--- src/rtl/sdirq_pkg.sv ---
package sdirq_pkg;
  localparam int STAT_W  = 20;
  localparam int DATA_W  = 32;
  localparam int DB_W    = 24;
  localparam int ADDR_W  = 3;

  localparam logic [ADDR_W-1:0] ADDR_CTRL     = 3'd0;
  localparam logic [ADDR_W-1:0] ADDR_MASK     = 3'd1;
  localparam logic [ADDR_W-1:0] ADDR_RAW      = 3'd2;
  localparam logic [ADDR_W-1:0] ADDR_MASKED   = 3'd3;
  localparam logic [ADDR_W-1:0] ADDR_DEBOUNCE = 3'd4;

  localparam int CTRL_SRST_BIT = 0;
  localparam int CTRL_IEN_BIT  = 4;

  localparam logic [DB_W-1:0] DB_RESET_VAL = 24'h0FFFFF;

  typedef struct packed {
    logic wrCtrl;
    logic wrMask;
    logic wrRaw;
    logic wrDeb;
    logic softRst;
  } strobe_t;
endpackage

--- src/rtl/sdirq_ctrl.sv ---
module sdirq_ctrl
  import sdirq_pkg::*;
(
  input  logic              regWe,
  input  logic [ADDR_W-1:0] regAddr,
  input  logic              srstReq,
  output strobe_t           strb
);
  always_comb begin
    strb.wrCtrl  = regWe && (regAddr == ADDR_CTRL);
    strb.wrMask  = regWe && (regAddr == ADDR_MASK);
    strb.wrRaw   = regWe && (regAddr == ADDR_RAW);
    strb.wrDeb   = regWe && (regAddr == ADDR_DEBOUNCE);
    strb.softRst = regWe && (regAddr == ADDR_CTRL) && srstReq;
  end
endmodule

--- src/rtl/sdirq_cd_debounce.sv ---
module sdirq_cd_debounce #(
  parameter int CNT_W = 24
) (
  input  logic             clk,
  input  logic             rstN,
  input  logic             cdPin,
  input  logic             softRst,
  input  logic [CNT_W-1:0] limit,
  output logic             cdEvent
);
  logic syncA, syncB, prevLvl, stableLvl;
  logic [CNT_W-1:0] cnt;
  logic levelDiffers, levelSteady, fire;

  always_ff @(posedge clk or negedge rstN) begin
    if (!rstN) begin
      syncA <= 1'b0;
      syncB <= 1'b0;
    end else begin
      syncA <= cdPin;
      syncB <= syncA;
    end
  end

  assign levelDiffers = (syncB != stableLvl);
  assign levelSteady  = (syncB == prevLvl);
  assign fire         = levelDiffers && levelSteady && (cnt >= limit);
  assign cdEvent      = fire && !softRst;

  always_ff @(posedge clk or negedge rstN) begin
    if (!rstN) begin
      prevLvl   <= 1'b0;
      stableLvl <= 1'b0;
      cnt       <= '0;
    end else begin
      prevLvl <= syncB;
      if (softRst) begin
        stableLvl <= syncB;
        cnt       <= '0;
      end else if (!levelDiffers || !levelSteady) begin
        cnt <= '0;
      end else if (fire) begin
        stableLvl <= syncB;
        cnt       <= '0;
      end else begin
        cnt <= cnt + 1'b1;
      end
    end
  end

  // any level change restarts the count
  assert_change_restarts_R9: assert property (@(posedge clk) disable iff (!rstN)
    (syncB != prevLvl) |=> (cnt == '0));

  // an event adopts the watched level and flips the accepted level
  assert_event_adopts_level_R8: assert property (@(posedge clk) disable iff (!rstN)
    cdEvent |=> ((stableLvl == $past(syncB)) && (stableLvl != $past(stableLvl))));

  // soft reset returns to idle with a zero count
  assert_srst_idle_R10: assert property (@(posedge clk) disable iff (!rstN)
    softRst |=> (cnt == '0));
endmodule

--- src/rtl/sdirq_regs.sv ---
module sdirq_regs
  import sdirq_pkg::*;
(
  input  logic              clk,
  input  logic              rstN,
  input  strobe_t           strb,
  input  logic [ADDR_W-1:0] regAddr,
  input  logic [DATA_W-1:0] regWdata,
  input  logic [STAT_W-1:0] evVec,
  output logic [DB_W-1:0]   dbLimit,
  output logic [DATA_W-1:0] regRdata,
  output logic              irqOut
);
  logic [STAT_W-1:0] rawStat, maskReg, maskedStat, clrVec;
  logic ctrlIen;
  logic unusedWdata;

  assign unusedWdata = ^regWdata[DATA_W-1:DB_W];
  assign clrVec      = strb.wrRaw ? regWdata[STAT_W-1:0] : '0;
  assign maskedStat  = rawStat & maskReg;

  always_ff @(posedge clk or negedge rstN) begin
    if (!rstN) begin
      rawStat <= '0;
      maskReg <= '0;
      ctrlIen <= 1'b0;
      dbLimit <= DB_RESET_VAL;
    end else begin
      if (strb.softRst) rawStat <= '0;
      else              rawStat <= (rawStat & ~clrVec) | evVec;
      if (strb.wrMask) maskReg <= regWdata[STAT_W-1:0];
      if (strb.wrCtrl) ctrlIen <= regWdata[CTRL_IEN_BIT];
      if (strb.wrDeb)  dbLimit <= regWdata[DB_W-1:0];
    end
  end

  always_comb begin
    regRdata = '0;
    case (regAddr)
      ADDR_CTRL:     regRdata[CTRL_IEN_BIT] = ctrlIen;
      ADDR_MASK:     regRdata[STAT_W-1:0]   = maskReg;
      ADDR_RAW:      regRdata[STAT_W-1:0]   = rawStat;
      ADDR_MASKED:   regRdata[STAT_W-1:0]   = maskedStat;
      ADDR_DEBOUNCE: regRdata[DB_W-1:0]     = dbLimit;
      default:       regRdata = '0;
    endcase
  end

  assign irqOut = ctrlIen && (|maskedStat);

  // an event leaves its bit set after the edge
  assert_event_sets_R2: assert property (@(posedge clk) disable iff (!rstN)
    ((|evVec) && !strb.softRst) |=> ((rawStat & $past(evVec)) == $past(evVec)));

  // written ones without a coinciding event are cleared
  assert_w1c_clears_R3: assert property (@(posedge clk) disable iff (!rstN)
    strb.wrRaw |=> ((rawStat & $past(clrVec & ~evVec)) == '0));

  // soft reset empties the status
  assert_srst_clears_R10: assert property (@(posedge clk) disable iff (!rstN)
    strb.softRst |=> (rawStat == '0));

  // no interrupt without a latched bit
  assert_irq_needs_pending_R6: assert property (@(posedge clk) disable iff (!rstN)
    irqOut |-> (|rawStat));
endmodule

--- src/rtl/sdirq_status_unit.sv ---
module sdirq_status_unit
  import sdirq_pkg::*;
(
  input  logic              clk,
  input  logic              rstN,
  input  logic [STAT_W-2:0] evIn,
  input  logic              cdPin,
  input  logic              regWe,
  input  logic [ADDR_W-1:0] regAddr,
  input  logic [DATA_W-1:0] regWdata,
  output logic [DATA_W-1:0] regRdata,
  output logic              irqOut
);
  strobe_t           strb;
  logic              cdEvent;
  logic [DB_W-1:0]   dbLimit;
  logic [STAT_W-1:0] evVec;

  assign evVec = {evIn, cdEvent};

  sdirq_ctrl ctrl_i (
    .regWe   (regWe),
    .regAddr (regAddr),
    .srstReq (regWdata[CTRL_SRST_BIT]),
    .strb    (strb)
  );

  sdirq_cd_debounce #(.CNT_W(DB_W)) deb_i (
    .clk     (clk),
    .rstN    (rstN),
    .cdPin   (cdPin),
    .softRst (strb.softRst),
    .limit   (dbLimit),
    .cdEvent (cdEvent)
  );

  sdirq_regs regs_i (
    .clk      (clk),
    .rstN     (rstN),
    .strb     (strb),
    .regAddr  (regAddr),
    .regWdata (regWdata),
    .evVec    (evVec),
    .dbLimit  (dbLimit),
    .regRdata (regRdata),
    .irqOut   (irqOut)
  );
endmodule

--- config.mk ---
export PLATFORM = sky130hd
export DESIGN_NAME = sdirq_status_unit
export DESIGN_NICKNAME = d
export VERILOG_FILES = /design/src/rtl/sdirq_pkg.sv /design/src/rtl/sdirq_ctrl.sv /design/src/rtl/sdirq_cd_debounce.sv /design/src/rtl/sdirq_regs.sv /design/src/rtl/sdirq_status_unit.sv
export SDC_FILE = /design/constraint.sdc
export NUM_CORES = 1
export LEC_CHECK = 0
export BUFFER_PORTS_ARGS = -buffer_cell sky130_fd_sc_hd__buf_2
export CAP_MARGIN = 20
export CORE_MARGIN = 3
export CORE_UTILIZATION = 47
export CTS_BUF_LIST = sky130_fd_sc_hd__clkbuf_8
export DETAILED_ROUTE_END_ITERATION = 12
export PLACE_DENSITY = 0.76
export SYNTH_ARGS = -nofsm -noshare
export SYNTH_HDL_FRONTEND = slang
export SYNTH_SLANG_ARGS = --single-unit
--- constraint.sdc ---
create_clock -name clk -period 6.9 [get_ports clk]
set_input_delay 0.345 -clock clk [delete_from_list [all_inputs] [get_ports clk]]
set_output_delay 0.345 -clock clk [all_outputs]
set_load 0.005 [all_outputs]
After elaboration in Yosys (flattened, before gate mapping)
Cells that the tools add are included.
{ "totals": {"reg_bits": 93, "inputBits": 58, "out_inout_bits": 33} }
{ "classes": {"add_sub_neg": 1, "magnitude_cmp": 1, "eq_ne": 7, "n_mux": 12, "bitwise_logic": 4, "reduce_logical": 17} }
{ "ops": {"columns": ["operator", "count"], "rows": [
  ["2-to-1 mux 24 bit", 3],
  ["case mux 15 bit (4 select lines)", 1],
  ["AND 20 bit", 2],
  ["2-to-1 mux 20 bit", 2],
  ["adder 24 x 1 -> 24 bit, second input constant", 1],
  [">= comparator 24 bit", 1],
  ["NOT 20 bit", 1],
  ["OR 20 bit", 1],
  ["OR reduction 20 bit", 1],
  ["case mux 4 bit (4 select lines)", 1],
  ["logical AND 1 bit", 9],
  ["== test 3 x 2 -> 1 bit, second input constant", 2],
  ["case mux 1 bit (5 select lines)", 1],
  ["2-to-1 mux 4 bit", 1],
  ["== test 3 x 1 -> 1 bit, second input constant", 1],
  ["== test 3 bit, second input constant", 1],
  ["logical NOT 1 bit", 3],
  ["logical NOT 3 bit", 1],
  ["2-to-1 mux 1 bit", 3],
  ["!= test 2 x 1 -> 1 bit, second input constant", 1],
  ["AND reduction 2 bit", 1],
  ["nonzero test 2 bit", 1],
  ["== test 1 bit", 1],
  ["logical OR 1 bit", 1],
  ["!= test 1 bit", 1]
]} }

Logic depth before layout (Yosys ltp)
{ "logic_depth": {"ltp_word": 7, "ltp_mapped": 10, "mapped_depth_nobuf": 8} }

Hierarchy
Synthesis repeated with hierarchy kept, for this count alone.
{ "unflattened": {"cells_unflattened": 501, "area_unflattened_um2": 5037.3} }
{ "modules_own_cells": {"columns": ["mod", "instances", "cells_each", "area_per_inst_um2"], "rows": [
  ["sdirq_regs", 1, 281, 3103.0],
  ["sdirq_cd_debounce", 1, 213, 1868.0],
  ["sdirq_ctrl", 1, 7, 66.3]
]} }

Worst setup path before layout
No wires, ideal clock.
{ "synth_timing": {"path_type": "flip-flop to flip-flop", "startpoint": "reg regs_i.dbLimit[5]", "endpoint": "reg deb_i.cnt[7]", "arrival_time_ns": 2.199, "path_slack_ns": 4.630, "stages_incl_launch_ff": 11, "synth_period_minus_slack_ns": 2.270, "cell_sequence": "dfstp_2 -> inv_1 -> ha_1 -> a21oi_1 -> o21ai_1 -> a41o_1 -> o311a_1 -> or4_1 -> buf_2 -> buf_6 -> nor2_1"} }
{ "synth_between": {"elab_chain_cells": 5} }
{ "synth_lines": {"columns": ["item", "line", "text"], "rows": [
  ["start: declaration", "sdirq_regs.sv:10", "output logic [DB_W-1:0] dbLimit,"],
  ["start signal: assignment", "sdirq_regs.sv:33", "if (strb.wrDeb) dbLimit <= regWdata[DB_W-1:0];"],
  [">= comparator 24 bit", "sdirq_cd_debounce.sv:27", "assign fire = levelDiffers && levelSteady && (cnt >= limit);"],
  ["logical AND 1 bit", "sdirq_cd_debounce.sv:27", null],
  ["2-to-1 mux 24 bit", "sdirq_cd_debounce.sv:42", "end else if (fire) begin"],
  ["2-to-1 mux 24 bit", "sdirq_cd_debounce.sv:40", "end else if (!levelDiffers || !levelSteady) begin"],
  ["2-to-1 mux 24 bit", "sdirq_cd_debounce.sv:37", "if (softRst) begin"],
  ["end signal: assignment", "sdirq_cd_debounce.sv:46", "cnt <= cnt + 1'b1;"],
  ["end: declaration", "sdirq_cd_debounce.sv:12", "logic [CNT_W-1:0] cnt;"]
]} }
Every way passes these cells.
A chain may end at the register's enable or synchronous reset.

Worst setup path in the final report
{ "layout_timing": {"startpoint": "reg regs_i.dbLimit[7]", "endpoint": "reg deb_i.cnt[22]"} }
Same word-level chain as after synthesis.

==> metrics.md <==
| Metric | Value |
|---|---|
| Clock H-tree levels | `3` |
| Initial Util | `49.2%` |
| Setup crit start kind | `flop` |
| Final wirelength | `12.9 mm` |
| Worst Skew | `~0.010 ns` |
| ANT cells | `0` |
| Drt first pass iters | `5` |
| Pwr Density | `233 nW/um^2` |
| Leak pwr | `about 2.5 nW` |
| Sequential share of the synthesized area | `48.0%` |
| R2R setup slack | `4.08 ns` |
| Die extent in x | `approximately 110 microns` |
| First-pass GRT wire length | `20.4 mm` |
| Initial antenna violation count | `0` |
| Final setup fails | `0` |
| Total Power | `1.30 mW` |
| # fillers | `slightly below 900` |
| Setup ws final | `4.08 ns` |
| Final instance area | `5560 sq um` |
| Number of synthesized flops with an enable pin | `0` |
| Final Cycle Share | `40.9%` |
| Post-Syn Area | `4900 sq um` |
| Total track usage | `between 20 and 25%` |
| Top-Level Pins | `91` |
| Post-CTS Setup Repair Bufs | `0` |
| Main synth FF type | `dfrtp_1` |
| Worst Path Arrival | `3.10 ns` |
| # clock sinks | `93` |
| CTS tree | `done` |
| Detailed-route DRC error count | `0` |
| Min-delay worst type | `in -> reg` |
| Fin crit period | `2.82 ns` |
| Via count | `between 4k and 5k` |
| Status | `finished clean` |
| Worst-path maximum fanout | `24` |
| Remaining global-route overflow | `0` |
| Clk buf depth | `2` |
| Worst IR Drop VDD | `0.0898 mV` |
| Worst Tran Pin Value | `between 1 and 1.5 ns` |
| Drt wl/cell | `17.7 microns` |
| Max_slew headroom | `31.5%` |
| Commonest non-fill, non-tap cell in the layout | `nand2_1` |
| Core ar. | `roughly 10000 sq um` |
| Cells after Synth | `528` |
| Share of cells above drive strength 1 | `22.8%` |
| CTS buffer count | `9` |
| Row count | `36` |
| Slew Limit Fails | `0` |
| Largest net degree at the start of global routing | `85` |
| Die Ht | `108 microns` |
| Die area | `11,700 sq um` |
| Final hold viol count | `0` |
| CP required | `slightly above 7 ns` |
| Clock transition at path regs | `around 0.09 ns` |
| Area Overhead vs Synth | `13.6%` |
| Worst Setup End Kind | `flop` |
| Initial drt markers | `348` |
| Place WS | `4.09 ns` |
| RSZ-0062 raised after global routing | `false` |
| Clock root cell | `clkbuf_8` |
| Antenna Violating Nets Remaining | `0` |
| Util after Layout | `between 50% and 60%` |
| Setup Crit Path Kind | `reg -> reg` |
| Via density | `5.70` |
| Max-Cap Viols | `0` |
| Synthesis Warnings | `0` |
| Synthesized area per cell | `9.28 sq um` |
| Placer Congestion | `about 0.83` |
| Fmax | `354 MHz` |
| Netlist cell types | `38` |
| Nets | `675` |
| Most frequent cells in the layout | `nand2_1 (89), dfrtp_1 (73), buf_2 (73), nor2_1 (49)` |
| Clk_lat worst skew | `0.37 ns` |
| Setup TNS Final | `0 ns` |
| Vias in the first global route | `4,110` |
| Post-synth ARST share | `100%` |
| Placed Area | `~5300 sq um` |
| I/O Buffers | `74` |
| Post-DP HPWL | `9.19 mm` |
| Synthesized flop and latch total | `93` |
Yosys cell counts (8+ instances only):
cell	count	area (sq um)
dfrtp_1	73	1830
xor2_1	12	105
mux2_2	22	248
nand3_1	8	40.0
nor2_1	50	188
nand2_1	89	334
o21ai_0	32	160
ha_1	25	313
clkbuf_1	18	67.6
buf_4	8	60.1
dfstp_2	20	526
and3_1	13	81.3
o22ai_1	20	125
inv_1	30	113
xnor2_1	8	70.1
a21oi_1	32	160
o31ai_1	20	150
registers in the layout, summed over array words and instances, names as in the netlist:
name	flops
deb_i.cnt	24
regs_i.dbLimit	24
regs_i.maskReg	20
regs_i.rawStat	20
deb_i.prevLvl	1
deb_i.stableLvl	1
deb_i.syncA	1
deb_i.syncB	1
regs_i.ctrlIen	1
per-layer routing:
metal  track usage (%)  vias to the layer above  routed length [microns]
met5                 0                        -                        0
met4              7.84                        0                      247
met1              27.7                     2035                     5280
met2              38.1                      167                     6450
li1                  -                     1938                        -
met3              5.07                       19                      937
report_power, final:
part | internal, mW | switching [mW] | leakage, nW
Combinational | 0.102 | 0.132 | 1.28
Clock | 0.196 | 0.193 | 0.110
Sequential | 0.626 | 0.0486 | 1.08
Total | 0.924 | 0.374 | 2.47
critical path, stage by stage (launching register included):
cell and delay [ns]:
dfstp_2 0.54, inv_1 0.06, ha_1 0.34, a21oi_1 0.15
o21ai_1 0.11, a41o_1 0.22, o311a_1 0.15, or4_1 0.87
a21oi_1 0.28
final timing paths:
kind                              startpoint           endpoint  cells after the start
min reg2reg                      deb_i.syncA        deb_i.syncB                      0
max in group asynchronous               rstN  regs_i.dbLimit[9]                      4
max reg2reg                regs_i.dbLimit[7]      deb_i.cnt[22]                      8
min in group asynchronous               rstN  regs_i.maskReg[1]                      2
max                        regs_i.dbLimit[7]      deb_i.cnt[22]                      8
min                                    cdPin        deb_i.syncA                      1
logic make-up after synthesis:
logic type                 synth area share [%]
buffers and inverters                      5.87
other                                    0.0766
muxes                                      5.06
DFF                                        48.0
AOI/OAI and AO/OA                          15.2
and+or+nand+nor                            15.8
adders and majority gates                  6.39
xor gates and xnor gates                   3.58
metrics by stage:
step | std cells | hold WS [ns]
CTS | 729 | 0.0811
detailed placement | 712 | 0.182
floorplan | 535 | 0.0494
global placement | 712 | 0.174
finish | 730 | 0.0861
global route | 730 | 0.0770
area by class of cell:
| type | count | area [sq um] | area share (%) |
|---|---|---|---|
| Inverter | 30 | 113 | 2.02 |
| Multi-Input combinational cell | 379 | 2290 | 41.1 |
| Tap cell | 133 | 166 | 2.99 |
| Clock inverter | 4 | 46.3 | 0.832 |
| Sequential cell | 93 | 2350 | 42.3 |
| Timing Repair Buffer | 79 | 433 | 7.78 |
| Clock buffer | 12 | 165 | 2.97 |
timing repair:
| item | CTS | global route |
|---|---|---|
| hold buffers | 1 | 0 |
| gates resized for setup | 0 | 0 |
| endpoints found under the hold margin | 9 | 0 |
Power figures use the tool's default switching activity.
